<file path="src/rtl/prbs_bert_pkg.sv">
package prbs_bert_pkg;

  typedef enum logic [1:0] {
    ST_SEED  = 2'd0,
    ST_CHECK = 2'd1,
    ST_RUN   = 2'd2
  } bertState_t;

  typedef struct packed {
    logic seedShift;
    logic compareEn;
    logic clearCounts;
  } bertStrobe_t;

endpackage

</file>
<file path="src/rtl/prbs_lfsr.sv">
module prbs_lfsr #(
  parameter int              LFSR_LEN  = 8,
  parameter logic [LFSR_LEN-1:0] LFSR_TAPS = 8'b1011_1000,
  parameter logic [LFSR_LEN-1:0] TX_SEED   = 8'hA5
) (
  input  logic clk,
  input  logic rstN,
  input  logic advance,
  output logic outBit
);

  logic [LFSR_LEN-1:0] state;
  logic                fbBit;

  assign fbBit  = ^(state & LFSR_TAPS);
  assign outBit = state[LFSR_LEN-1];

  always_ff @(posedge clk or negedge rstN) begin
    if (!rstN)        state <= TX_SEED;
    else if (advance) state <= {state[LFSR_LEN-2:0], fbBit};
  end


  txNonzero_chk: assert property (@(posedge clk) disable iff (!rstN)
    state != '0);

endmodule

</file>
<file path="src/rtl/prbs_bert_dp.sv">
module prbs_bert_dp
  import prbs_bert_pkg::*;
#(
  parameter int              LFSR_LEN  = 8,
  parameter logic [LFSR_LEN-1:0] LFSR_TAPS = 8'b1011_1000,
  parameter int              CNT_W     = 32
) (
  input  logic             clk,
  input  logic             rstN,
  input  bertStrobe_t      strobe,
  input  logic             rxBit,
  output logic             mismatch,
  output logic [CNT_W-1:0] errCount,
  output logic [CNT_W-1:0] bitCount
);

  localparam logic [CNT_W-1:0] CNT_MAX = '1;

  logic [LFSR_LEN-1:0] rxState;
  logic                predBit;

  assign predBit  = ^(rxState & LFSR_TAPS);
  assign mismatch = rxBit ^ predBit;

  // open loop while seeding, closed loop while predicting
  always_ff @(posedge clk or negedge rstN) begin
    if (!rstN)                 rxState <= '0;
    else if (strobe.seedShift) rxState <= {rxState[LFSR_LEN-2:0], rxBit};
    else if (strobe.compareEn) rxState <= {rxState[LFSR_LEN-2:0], predBit};
  end

  always_ff @(posedge clk or negedge rstN) begin
    if (!rstN) begin
      errCount <= '0;
      bitCount <= '0;
    end else if (strobe.clearCounts) begin
      errCount <= '0;
      bitCount <= '0;
    end else if (strobe.compareEn) begin
      if (bitCount != CNT_MAX)             bitCount <= bitCount + 1'b1;
      if (mismatch && errCount != CNT_MAX) errCount <= errCount + 1'b1;
    end
  end


  errNotAboveBits_chk: assert property (@(posedge clk) disable iff (!rstN)
    errCount <= bitCount);


  errSaturate_chk: assert property (@(posedge clk) disable iff (!rstN)
    (errCount == CNT_MAX && !strobe.clearCounts) |=> errCount == CNT_MAX);


  idleHold_chk: assert property (@(posedge clk) disable iff (!rstN)
    (!strobe.seedShift && !strobe.compareEn && !strobe.clearCounts)
      |=> ($stable(errCount) && $stable(bitCount) && $stable(rxState)));

endmodule

</file>
<file path="src/rtl/prbs_bert_ctrl.sv">
module prbs_bert_ctrl
  import prbs_bert_pkg::*;
#(
  parameter int LFSR_LEN  = 8,
  parameter int CHECK_WIN = 64,
  parameter int BAD_LIMIT = 4
) (
  input  logic        clk,
  input  logic        rstN,
  input  logic        bitValid,
  input  logic        startReq,
  input  logic        mismatch,
  output bertStrobe_t strobe,
  output logic        locked
);

  localparam int SEED_W = $clog2(LFSR_LEN);
  localparam int WIN_W  = $clog2(CHECK_WIN + 1);
  localparam int ERR_W  = $clog2(BAD_LIMIT + 2);

  bertState_t       state;
  logic [SEED_W-1:0] seedCnt;
  logic [WIN_W-1:0]  winCnt;
  logic [ERR_W-1:0]  winErr;
  logic [ERR_W-1:0]  winErrNext;
  logic              step;
  logic              badLock;

  assign step       = bitValid && !startReq;
  assign winErrNext = winErr + ERR_W'(mismatch);
  assign badLock    = (state == ST_CHECK) && step && (winErrNext > ERR_W'(BAD_LIMIT));
  assign locked     = (state != ST_SEED);

  always_comb begin
    strobe.seedShift   = (state == ST_SEED) && step;
    strobe.compareEn   = (state != ST_SEED) && step;
    strobe.clearCounts = startReq || badLock;
  end

  always_ff @(posedge clk or negedge rstN) begin
    if (!rstN) begin
      state   <= ST_SEED;
      seedCnt <= '0;
      winCnt  <= '0;
      winErr  <= '0;
    end else if (startReq) begin
      state   <= ST_SEED;
      seedCnt <= '0;
      winCnt  <= '0;
      winErr  <= '0;
    end else if (step) begin
      unique case (state)
        ST_SEED: begin
          if (seedCnt == SEED_W'(LFSR_LEN - 1)) begin
            state   <= ST_CHECK;
            seedCnt <= '0;
            winCnt  <= '0;
            winErr  <= '0;
          end else begin
            seedCnt <= seedCnt + 1'b1;
          end
        end
        ST_CHECK: begin
          if (badLock) begin
            state   <= ST_SEED;
            seedCnt <= '0;
          end else if (winCnt == WIN_W'(CHECK_WIN - 1)) begin
            state <= ST_RUN;
          end else begin
            winCnt <= winCnt + 1'b1;
            winErr <= winErrNext;
          end
        end
        default: state <= ST_RUN;
      endcase
    end
  end


  lockAfterSeed_chk: assert property (@(posedge clk) disable iff (!rstN)
    $rose(locked) |-> ($past(seedCnt) == SEED_W'(LFSR_LEN - 1) && $past(step)));


  lockHold_chk: assert property (@(posedge clk) disable iff (!rstN)
    (locked && !startReq && !badLock) |=> locked);


  winErrBound_chk: assert property (@(posedge clk) disable iff (!rstN)
    (state == ST_CHECK) |-> winErr <= ERR_W'(BAD_LIMIT));

endmodule

</file>
<file path="src/rtl/prbs_bert.sv">
module prbs_bert
  import prbs_bert_pkg::*;
#(
  parameter int              LFSR_LEN  = 8,
  parameter logic [LFSR_LEN-1:0] LFSR_TAPS = 8'b1011_1000,
  parameter logic [LFSR_LEN-1:0] TX_SEED   = 8'hA5,
  parameter int              CNT_W     = 32,
  parameter int              CHECK_WIN = 64,
  parameter int              BAD_LIMIT = 4
) (
  input  logic             clk,
  input  logic             rstN,
  input  logic             bitValid,
  input  logic             startReq,
  output logic             txBit,
  input  logic             rxBit,
  output logic             locked,
  output logic [CNT_W-1:0] errCount,
  output logic [CNT_W-1:0] bitCount
);

  bertStrobe_t strobe;
  logic        mismatch;

  prbs_lfsr #(
    .LFSR_LEN (LFSR_LEN),
    .LFSR_TAPS(LFSR_TAPS),
    .TX_SEED  (TX_SEED)
  ) u_txGen (
    .clk    (clk),
    .rstN   (rstN),
    .advance(bitValid),
    .outBit (txBit)
  );

  prbs_bert_ctrl #(
    .LFSR_LEN (LFSR_LEN),
    .CHECK_WIN(CHECK_WIN),
    .BAD_LIMIT(BAD_LIMIT)
  ) u_ctrl (
    .clk     (clk),
    .rstN    (rstN),
    .bitValid(bitValid),
    .startReq(startReq),
    .mismatch(mismatch),
    .strobe  (strobe),
    .locked  (locked)
  );

  prbs_bert_dp #(
    .LFSR_LEN (LFSR_LEN),
    .LFSR_TAPS(LFSR_TAPS),
    .CNT_W    (CNT_W)
  ) u_dp (
    .clk     (clk),
    .rstN    (rstN),
    .strobe  (strobe),
    .rxBit   (rxBit),
    .mismatch(mismatch),
    .errCount(errCount),
    .bitCount(bitCount)
  );

endmodule

</file>
<file path="config.mk">
export PLATFORM = sky130hd
export DESIGN_NAME = prbs_bert
export DESIGN_NICKNAME = d
export VERILOG_FILES = /design/src/rtl/prbs_bert_pkg.sv /design/src/rtl/prbs_lfsr.sv /design/src/rtl/prbs_bert_dp.sv /design/src/rtl/prbs_bert_ctrl.sv /design/src/rtl/prbs_bert.sv
export SDC_FILE = /design/constraint.sdc
export NUM_CORES = 1
export LEC_CHECK = 0
export ABC_AREA = 1
export ABC_CLOCK_PERIOD_IN_PS = 4600
export BUFFER_PORTS_ARGS = -buffer_cell sky130_fd_sc_hd__buf_2
export CORE_MARGIN = 10
export CORE_UTILIZATION = 64
export CTS_CLUSTER_DIAMETER = 100
export CTS_CLUSTER_SIZE = 20
export DETAILED_ROUTE_END_ITERATION = 10
export PLACE_DENSITY = 0.88
export SLEW_MARGIN = 15
export SYNTH_ARGS = -nofsm -noshare
export SYNTH_HDL_FRONTEND = slang
export SYNTH_SLANG_ARGS = --single-unit
</file>
<file path="constraint.sdc">
create_clock -name clk -period 4.6 [get_ports clk]
set_input_delay 0.92 -clock clk [delete_from_list [all_inputs] [get_ports clk]]
set_output_delay 0.92 -clock clk [all_outputs]
set_load 0.01 [all_outputs]
</file>
Word-level counts from Yosys, hierarchy flattened
Cells that the tools add are included.

word-level totals
  register bits after elaboration = 95
  output and inout port bits = 66
  logic and storage cells = 79

cells by class
  add/sub/neg operators = 5
  magnitude comparators = 1
  equal/unequal tests = 10
  mux-type cells = 31
  bitwise logic cells = 1
  reductions and logical operators = 23

operators by type and width
  operator               number
  $mux 32                6
  $add 32x1->32 const B  2
  $ne 32x32->1 const B   2
  $mux 7                 5
  $mux 3                 9
  $mux 8                 2
  $reduce_xor 8->1       2
  $pmux 7 s2             1
  $pmux 3 s2             2
  $reduce_bool 2->1      6
  $mux 2                 5
  $ne 3x3->1 const B     3
  $add 7x1->7 const B    1
  $eq 7x6->1 const B     1
  $logic_and 1x1->1      6
  $reduce_and 3->1       2
  $reduce_and 5->1       1
  $ne 4x3->1 const B     1
  $pmux 2 s2             1
  $reduce_and 2->1       2
  $add 3x1->3            1
  $add 3x1->3 const B    1
  $eq 3x3->1 const B     1
  $gt 3x3->1 const B     1
  7 further kinds        7

Depth between registers and ports, before layout
Gate-level depths: netlist (run 1).

  depth after elaboration = 9
  depth in mapped cells = 23
  mapped depth without buffers = 22

Modules after synthesis
Synthesis (run 1) repeated with hierarchy kept, for this count alone.

second synthesis, totals
  cell total of the unflattened synthesis = 974
  area total of the unflattened synthesis = 6478.7 µm²

modules (own cells, without submodules)
  module          times used  cells each  area an instance (µm²)  sequential area each (µm²)
  prbs_bert_dp    1           787         5018.6                  1801.7
  prbs_bert_ctrl  1           141         1089.8                  375.4
  prbs_lfsr       1           46          370.4                   205.2

Worst setup path after synthesis (run 1)
OpenSTA, ideal clock, no wires.

  kind = input-to-reg
  from = input port rxBit
  to = register u_dp.bitCount[5]
  library setup time = 0.120 ns
  arrival time = 2.577 ns
  required time = 4.480 ns
  path slack = 1.903 ns
  cell stages on the path = 13
  cells stage by stage = inv_1 nand3_1 nand2_1 inv_1 ha_1 ha_1 nor2_1 nor2_4 nand2_4 nand2_4 o21ai_4 buf_6 o21ai_2

between the ends
  word-level cells in the longest chain between the ends = 7

ends and longest elaborated chain
  item                         RTL line              RTL
  from (decl)                  prbs_bert.sv:16       input logic rxBit,
  $xor 1x1->1 *                prbs_bert_dp.sv:23    assign mismatch = rxBit ^ predBit;
  $add 3x1->3 *                prbs_bert_ctrl.sv:30  assign winErrNext = winErr + ERR_W'(mismatch);
  $gt 3x3->1 *                 prbs_bert_ctrl.sv:31  assign badLock = (state == ST_CHECK) && step && (winErrNext > ERR_W'(BAD_LIMIT));
  $logic_and 1x1->1 *          prbs_bert_ctrl.sv:31
  $logic_or 1x1->1 *           prbs_bert_ctrl.sv:37  strobe.clearCounts = startReq || badLock;
  $reduce_bool 2->1 (no line)  n/a
  $reduce_and 2->1 (no line)   n/a
  to (signal assigned)         prbs_bert_dp.sv:40    if (bitCount != CNT_MAX) bitCount <= bitCount + 1'b1;
  to (decl)                    prbs_bert_dp.sv:14    output logic [CNT_W-1:0] bitCount

Mark *: on every way between the ends. The rest lies on a longest branch, timed or not.
A chain may end at the register's enable or synchronous reset.

Worst setup path after layout (run 1)
  from = register u_dp.rxState[4]
  to = register u_dp.bitCount[2]

between the ends
  word-level cells in the longest chain between the ends = 8

ends and longest elaborated chain
  item                         RTL line              RTL
  from (decl)                  prbs_bert_dp.sv:19    logic [LFSR_LEN-1:0] rxState;
  from (signal assigned)       prbs_bert_dp.sv:28    else if (strobe.seedShift) rxState <= {rxState[LFSR_LEN-2:0], rxBit};
  from (signal assigned)       prbs_bert_dp.sv:29    else if (strobe.compareEn) rxState <= {rxState[LFSR_LEN-2:0], predBit};
  $reduce_xor 8->1 *           prbs_bert_dp.sv:22    assign predBit = ^(rxState & LFSR_TAPS);
  $xor 1x1->1 *                prbs_bert_dp.sv:23
  $add 3x1->3 *                prbs_bert_ctrl.sv:30
  $gt 3x3->1 *                 prbs_bert_ctrl.sv:31
  $logic_and 1x1->1 *          prbs_bert_ctrl.sv:31
  $logic_or 1x1->1 *           prbs_bert_ctrl.sv:37
  $reduce_bool 2->1 (no line)  n/a
  $reduce_and 2->1 (no line)   n/a

Marks and branches as above.

==> metrics, run 1 <==
status finished, final reports clean; Switching Power 0.0005353 W; commonest cells after routing, fill and taps aside 358 x nand2_1, 144 x nor2_1, 103 x nand3_1; die area 0.01430 mm²; fin crit share 0.6997; M1 GR Usage 0.2791; Reg2Reg Capture Point u_dp.bitCount[2]$_DFFE_PN0P_; drt pass-1 iters 5; grt total ovfl 0; sequential share of power 0.525; CTS tree yes; clock power share 0.327; Routability Congestion 0.9846; peak supply drop 0.0001835 V; syn_nets 941; Synth Flop Type dfrtp_1; crit path max fanout 30; Via density 5.332; slowest cell delay on critical path 0.48 ns; post-CTS setup buffers 0; kind of critical path flip-flop to flip-flop; most used cell, CP nand2_1; Tot GR Track Use 0.2264; # diodes 0; Slew headroom 0.4574; maxcap violations 0; largest net degree at the start of global routing 66; setup TNS 0 ns; DR WL/cell 13.66 µm; post-route ant nets 0; sequence of cells on the critical path nor2_1, inv_1, nand2_1, nand2_1, nand2_1, nand2_1, nand2_1, inv_1, ha_1, ha_1, nor2_1, nor2_4, nand2_4, nand2_4, o21ai_4, buf_4, nand2_1, o21ai_2; flops & latches, synth 95; Die H 119.6 µm; share of cells above drive strength 1 0.1546; worst skew pair latency 0.39 ns; internal power 0.001219 W; post-synthesis average cell area 6.830 µm²; clock skew 0.01294 ns; R2R Setup Slk 1.38 ns; worst setup path startpoint u_dp.rxState[4]$_DFFE_PN0P_; CP required 4.93 ns; I/O Buffers 70; Post-synth ARST share 1.000; fmax 0.3107 GHz; Cell Area, Synth 0.006345 mm²; Max Root-Sink Buffers 2; minimum clock period 3.219 ns; # hold bufs at CTS 0; antenna violations before repair 0; I/O Pins 71; DRC violations left 0; Die Wd 119.6 µm; vias in the first global route 5,867; HPWL after detailed placement 11,380 µm; WHS 0.4787 ns; cell count after synthesis 929; LEAKAGE 3.372 nW; CP max stage cell o21ai_4; H-tree levels 3; combinational share of power 0.148; RR Startpoint u_dp.rxState[4]$_DFFE_PN0P_; GR Util met3 0.04829; hold path start u_dp.rxState[2]$_DFFE_PN0P_; TritonCTS Buffers 9; WP data arrival 3.55 ns; Distinct cells, synth 41; Final nets 1,003; clock root cell clkbuf_8; Pwr Density 254.7 mW/mm²; WHS Endpoint u_dp.rxState[2]$_DFFE_PN0P_; GR met2 Demand/Resource 0.3700; reg2reg path depth 18; Switching Fraction 0.3052; crit end category flip-flop; # clock sinks 95; Synth Warn # 0; RSZ-0062 raised after global routing false; worst slew pin tran 0.8139 ns; worst min-delay path class flip-flop to flip-flop; row count 36; hold path depth 2; core area 0.009729 mm²; initial DRC count 523; cts repair resizes 0; Slew Limit Fails 0; clock slew at reported path FFs 0.10 ns; Routed WL 15,420 µm; Post-synth EDFFs 0; sequential area share after synthesis 0.3755; area added between synthesis and finish 8.539%; first-pass GRT wire length 27,220 µm; GR peak layer met2; final setup fails 0; Starting Density 0.6521; most common cell after layout, fill and taps aside nand2_1; nature of the critical path startpoint flip-flop; via count 6,020; Fin. Hold Viols 0
[registers in the layout, summed over array words and instances, names as in the netlist]
register        count
u_ctrl.seedCnt      3
u_ctrl.state        2
u_ctrl.winCnt       7
u_ctrl.winErr       3
u_dp.bitCount      32
u_dp.errCount      32
u_dp.rxState        8
u_txGen.state       8
[metal layers]
layer | routed length [µm] | up-vias
met5 | 0 | -
met4 | 512 | 0
met3 | 964 | 35
met2 | 7191 | 184
met1 | 6749 | 2738
li1 | - | 3063
[stage by stage]
step / setup WS [ns] / area [µm²] / utilization / std cells / power (W)
6_report: 1.381 / 6887 / 0.7078 / 1129 / 0.001754
4_1_cts: 1.393 / 6887 / 0.7078 / 1129 / 0.001766
2_1_floorplan: 1.903 / 6345 / - / 929 / 0.001146
3_5_place_dp: 1.038 / 6690 / 0.6876 / 1113 / 0.001197
3_3_place_gp: 1.112 / 6690 / 0.6876 / 1113 / 0.001186
5_1_grt: 0.9971 / 6887 / 0.7078 / 1129 / 0.001848
[how the worst max path moves through the flow]
stage	to	cells after the start
3_5_place_dp	u_dp.bitCount[2]$_DFFE_PN0P_	15
2_1_floorplan	u_dp.bitCount[5]$_DFFE_PN0P_	13
6_report	u_dp.bitCount[2]$_DFFE_PN0P_	18
5_1_grt	u_dp.errCount[13]$_DFFE_PN0P_	22
4_1_cts	u_dp.bitCount[2]$_DFFE_PN0P_	18
3_3_place_gp	u_dp.bitCount[21]$_DFFE_PN0P_	15
[power by group through the flow]
| stage | clock network, W | registers [W] | logic, W |
|---|---|---|---|
| 6_report | 0.000574 | 0.000920 | 0.000260 |
| 5_1_grt | 0.000621 | 0.000927 | 0.000299 |
| 3_3_place_gp | 0 | 0.000935 | 0.000251 |
| 2_1_floorplan | 0 | 0.000933 | 0.000213 |
| 4_1_cts | 0.000584 | 0.000920 | 0.000262 |
| 3_5_place_dp | 0 | 0.000936 | 0.000261 |
[Yosys cell counts, types with 2 or more instances]
master    number  area [µm²]
buf_2          4       20.02
buf_4          6       45.04
o21ai_2       29       254.0
nand2_4        3       33.78
nor2_2         3       18.77
dfstp_2        4       105.1
inv_4          4       25.02
ha_1           7       87.58
inv_1         64       240.2
nand3_1      103       515.5
buf_8          2       30.03
nand4_1        6       37.54
nor2_4         4       45.04
xor2_1         8       70.07
o21ai_1        4       20.02
nand2_2        3       18.77
nand2_8        2       40.04
nor3b_1        4       30.03
o21bai_1       5       37.54
nor3_1         2       10.01
or2_2          8       50.05
xnor2_1        8       70.07
a21oi_1        2       10.01
a21o_1        11       82.58
dfrtp_1       91        2277
nor2_1       144       540.5
o21ai_0       19       95.09
buf_6          9       101.4
nand2_1      358        1344
[cell families after synthesis]
group,after synthesis,synth area share
simple gates,643,0.4267
xor+xnor,16,0.02209
compound gates,76,0.08736
fa+ha+maj,7,0.01380
buf+inv,92,0.07454
flops,95,0.3755
[cell type report]
cell class                      instances  area [µm²]
Fill cell                             861        2843
Sequential cell                        95        2382
Timing Repair Buffer                   74       382.9
Multi-Input combinational cell        742        3490
Inverter                               69       269.0
Tap cell                              133       166.4
Clock buffer                           10       127.6
Clock inverter                          6       68.82
[critical path, delay by kind of cell, from the launching register on]
kind,cells,cell delay (ns)
AND/OR/NAND/NOR,11,1.21
AO/OA/AOI/OAI,2,0.55
buffers and inverters,3,0.51
adder cells (fa/ha/maj),2,0.45
flip-flops,1,0.43
No activity file was read; power rests on OpenSTA's default activity.
==> run 2, diff against run 1 <==
--- a/config.mk
+++ b/config.mk
@@ -5,15 +5,15 @@
 export SDC_FILE = /design/constraint.sdc
 export NUM_CORES = 1
 export LEC_CHECK = 0
-export ABC_AREA = 1
-export ABC_CLOCK_PERIOD_IN_PS = 4600
+export ABC_AREA = 0
+export ABC_CLOCK_PERIOD_IN_PS = 2700
 export BUFFER_PORTS_ARGS = -buffer_cell sky130_fd_sc_hd__buf_2
 export CORE_MARGIN = 10
-export CORE_UTILIZATION = 64
+export CORE_UTILIZATION = 52
 export CTS_CLUSTER_DIAMETER = 100
 export CTS_CLUSTER_SIZE = 20
 export DETAILED_ROUTE_END_ITERATION = 10
-export PLACE_DENSITY = 0.88
+export PLACE_DENSITY = 0.78
 export SLEW_MARGIN = 15
 export SYNTH_ARGS = -nofsm -noshare
 export SYNTH_HDL_FRONTEND = slang
==> constraint.sdc (replaced) <==
create_clock -name clk -period 2.7 [get_ports clk]
set_input_delay 0.54 -clock clk [delete_from_list [all_inputs] [get_ports clk]]
set_output_delay 0.54 -clock clk [all_outputs]
set_load 0.01 [all_outputs]
==> metrics, run 2 <==
WP data arrival 3.09 ns; clock slew at reported path FFs 0.09 ns; peak supply drop 0.0004666 V; top-count cell post-synth dfrtp_1; post-route ant nets 0; Layout Utilization 0.6711; I/O Buffers 70; syn_nets 521; post-route design area 0.006201 mm²; CTS tree yes; grt total ovfl 0; Routability Congestion 0.9048; cell count after synthesis 509; CP required 2.97 ns; R2R Setup Slk -0.12 ns; Starting Density 0.5338; Power, Total 0.003436 W; commonest cells in the netlist 91 x dfrtp_1, 81 x nor2_1, 34 x nand2_1; minimum clock period 2.825 ns; Synth area leader dfrtp_1; Synth Area in Compound Gates 0.08270; HPWL after detailed placement 8921 µm; Fin. Hold Viols 0; vias in the first global route 4,260; I/O Pins 71; Synth Area in XOR/XNOR 0.1149; reg2reg path depth 12; violated checks setup timing; combinational family with the most area after synthesis simple AND/OR/NAND/NOR gates; Tot GR Track Use 0.1769; Die Wd 117.4 µm; DRC violations left 0; Max Root-Sink Buffers 2; critical path endpoint u_dp.bitCount[14]$_DFFE_PN0P_; Slew Limit Fails 0; die area 0.01378 mm²; placed instance count 721; status finished with violations; Post-synth ARST share 1.000; clock skew 0.01132 ns; via count 4,222; initial DRC count 242; RR Startpoint u_dp.rxState[4]$_DFFE_PN0P_; Cell Area, Synth 0.004932 mm²; flops & latches, synth 95; Place WS -0.2641 ns; top cell type's share of synthesized area 0.4617; DR WL/cell 16.78 µm; Pwr Density 554.1 mW/mm²; Reg2Reg Capture Point u_dp.bitCount[14]$_DFFE_PN0P_; H-tree levels 3; nature of the critical path startpoint flip-flop; sequential area share after synthesis 0.4830; fin worst setup slack -0.1248 ns; fin crit share 1.046; crit path max fanout 7; # clock sinks 95; LEAKAGE 2.777 nW; Final nets 631; dpl cell area 0.005704 mm²; Via density 5.607; Largest regs u_dp.bitCount (32), u_dp.errCount (32); worst setup path startpoint u_dp.rxState[4]$_DFFE_PN0P_; RSZ-0062 raised after global routing true; Die H 117.4 µm; Layout Cells excl Fill 753; clock root cell clkbuf_8; most common cell after layout, fill and taps aside dfrtp_1; adder-cell share of the synthesized area 0.01776; largest net degree at the start of global routing 49; final setup fails 29; worst skew pair latency 0.38 ns; antenna violations before repair 0; maxcap violations 0; core area 0.009240 mm²; kind of critical path flip-flop to flip-flop; row count 35; # diodes 0; Routed WL 12,640 µm; commonest cells after routing, fill and taps aside 91 x dfrtp_1, 80 x nor2_1, 69 x buf_2; Synth Area in Simple Gates 0.2407; drt pass-1 iters 5; fmax 0.3540 GHz; Synth Flop Type dfrtp_1; first-pass GRT wire length 20,750 µm; crit end category flip-flop; Post-synth EDFFs 0; worst slew pin tran 0.8438 ns; Distinct cells, synth 51; worst min-delay path class input port to async pin; Synth Warn # 0; TritonCTS Buffers 9; area added between synthesis and finish 25.72%; post-synthesis average cell area 9.690 µm²; share of cells above drive strength 1 0.3109; Slew headroom 0.4331; mux cell area share after synthesis 0.03653; top post-synthesis cells by area dfrtp_1 46%, nor2_1 6.2%, xor2_1 5.7%
run 2: changes by cell type in the layout (fill, tap and decap cells not counted), moves of 15 or more:
cell / previous run / this run
nand4_1: 6 / 22
xnor2_1: 8 / 25
buf_4: 5 / 42
nand3_1: 103 / 29
nor2_1: 144 / 80
o21ai_2: 29 / 2
xor2_1: 8 / 32
inv_1: 64 / 9
nand2_1: 358 / 31
mux2_2: 0 / 15
run 2: through the flow:
| step | hold slack [ns] | setup TNS, ns |
|---|---|---|
| after floorplan | 0.2444 | -0.6705 |
| after global placement | 0.4801 | -3.511 |
| after detailed placement | 0.4840 | -5.478 |
| after CTS | 0.1943 | -1.896 |
| after global routing | 0.2105 | -6.287 |
| final | 0.1681 | -1.790 |
run 2: final cells by class:
class                   instances  area [µm²]
clock buffers                  10       137.6
clock inverters                 6       45.04
fillers                       723        3039
inverters                       9       33.78
multi-input cells             385        2668
flip-flops and latches         95        2382
well taps                     129       161.4
repair buffers                119       773.2
run 2: layer usage:
| layer | vias up | part of all wire | global-route usage |
|---|---|---|---|
| li1 | 2020 | - | - |
| met3 | 17 | 0.041 | 0.04125 |
| met1 | 2082 | 0.44 | 0.2224 |
| met2 | 103 | 0.50 | 0.2881 |
| met5 | - | 0 | 0 |
| met4 | 0 | 0.016 | 0.06651 |
run 2: logic make-up (layout without fill, tap and decap cells):
family | after synthesis | in the layout
buffers and inverters | 29 | 144
AOI/OAI and AO/OA | 61 | 61
muxes | 16 | 16
and+or+nand+nor | 239 | 239
adders and majority gates | 7 | 7
xor gates and xnor gates | 62 | 62
DFF | 95 | 95
run 2: worst min-delay path by stage:
stage / start / to
finish: rstN / u_txGen.state[6]$_DFFE_PN0P_
global route: rstN / u_dp.errCount[2]$_DFFE_PN0P_
CTS: rstN / u_txGen.state[3]$_DFFE_PN0P_
detailed placement: u_txGen.state[0]$_DFFE_PN1P_ / u_txGen.state[0]$_DFFE_PN1P_
global placement: u_txGen.state[0]$_DFFE_PN1P_ / u_txGen.state[0]$_DFFE_PN1P_
floorplan: rstN / u_ctrl.seedCnt[0]$_DFFE_PN0P_
run 2: report_power, final:
group	internal, W	switching [W]
registers	0.00156	0.0000942
clock network	0.000363	0.000530
logic	0.000515	0.000370
total	0.00244	0.000994
run 2: critical path, cell delays in order (launching register included):
cell and delay [ns]:
dfrtp_1 0.42, xnor2_2 0.20, xor3_2 0.40, ha_4 0.19, ha_4 0.17, xnor2_4 0.13, o41ai_4 0.34, buf_4 0.20
buf_6 0.14, o211ai_1 0.11, buf_4 0.19, o21ai_1 0.15, a21oi_1 0.08
run 2: timing repair:
item	in CTS	in global routing
hold buffers	0	0
buffers inserted	7	11
endpoints found under the setup margin	41	40
cloned	0	1
pin swaps	14	15
resized for setup	18	21
endpoints found under the hold margin	0	0
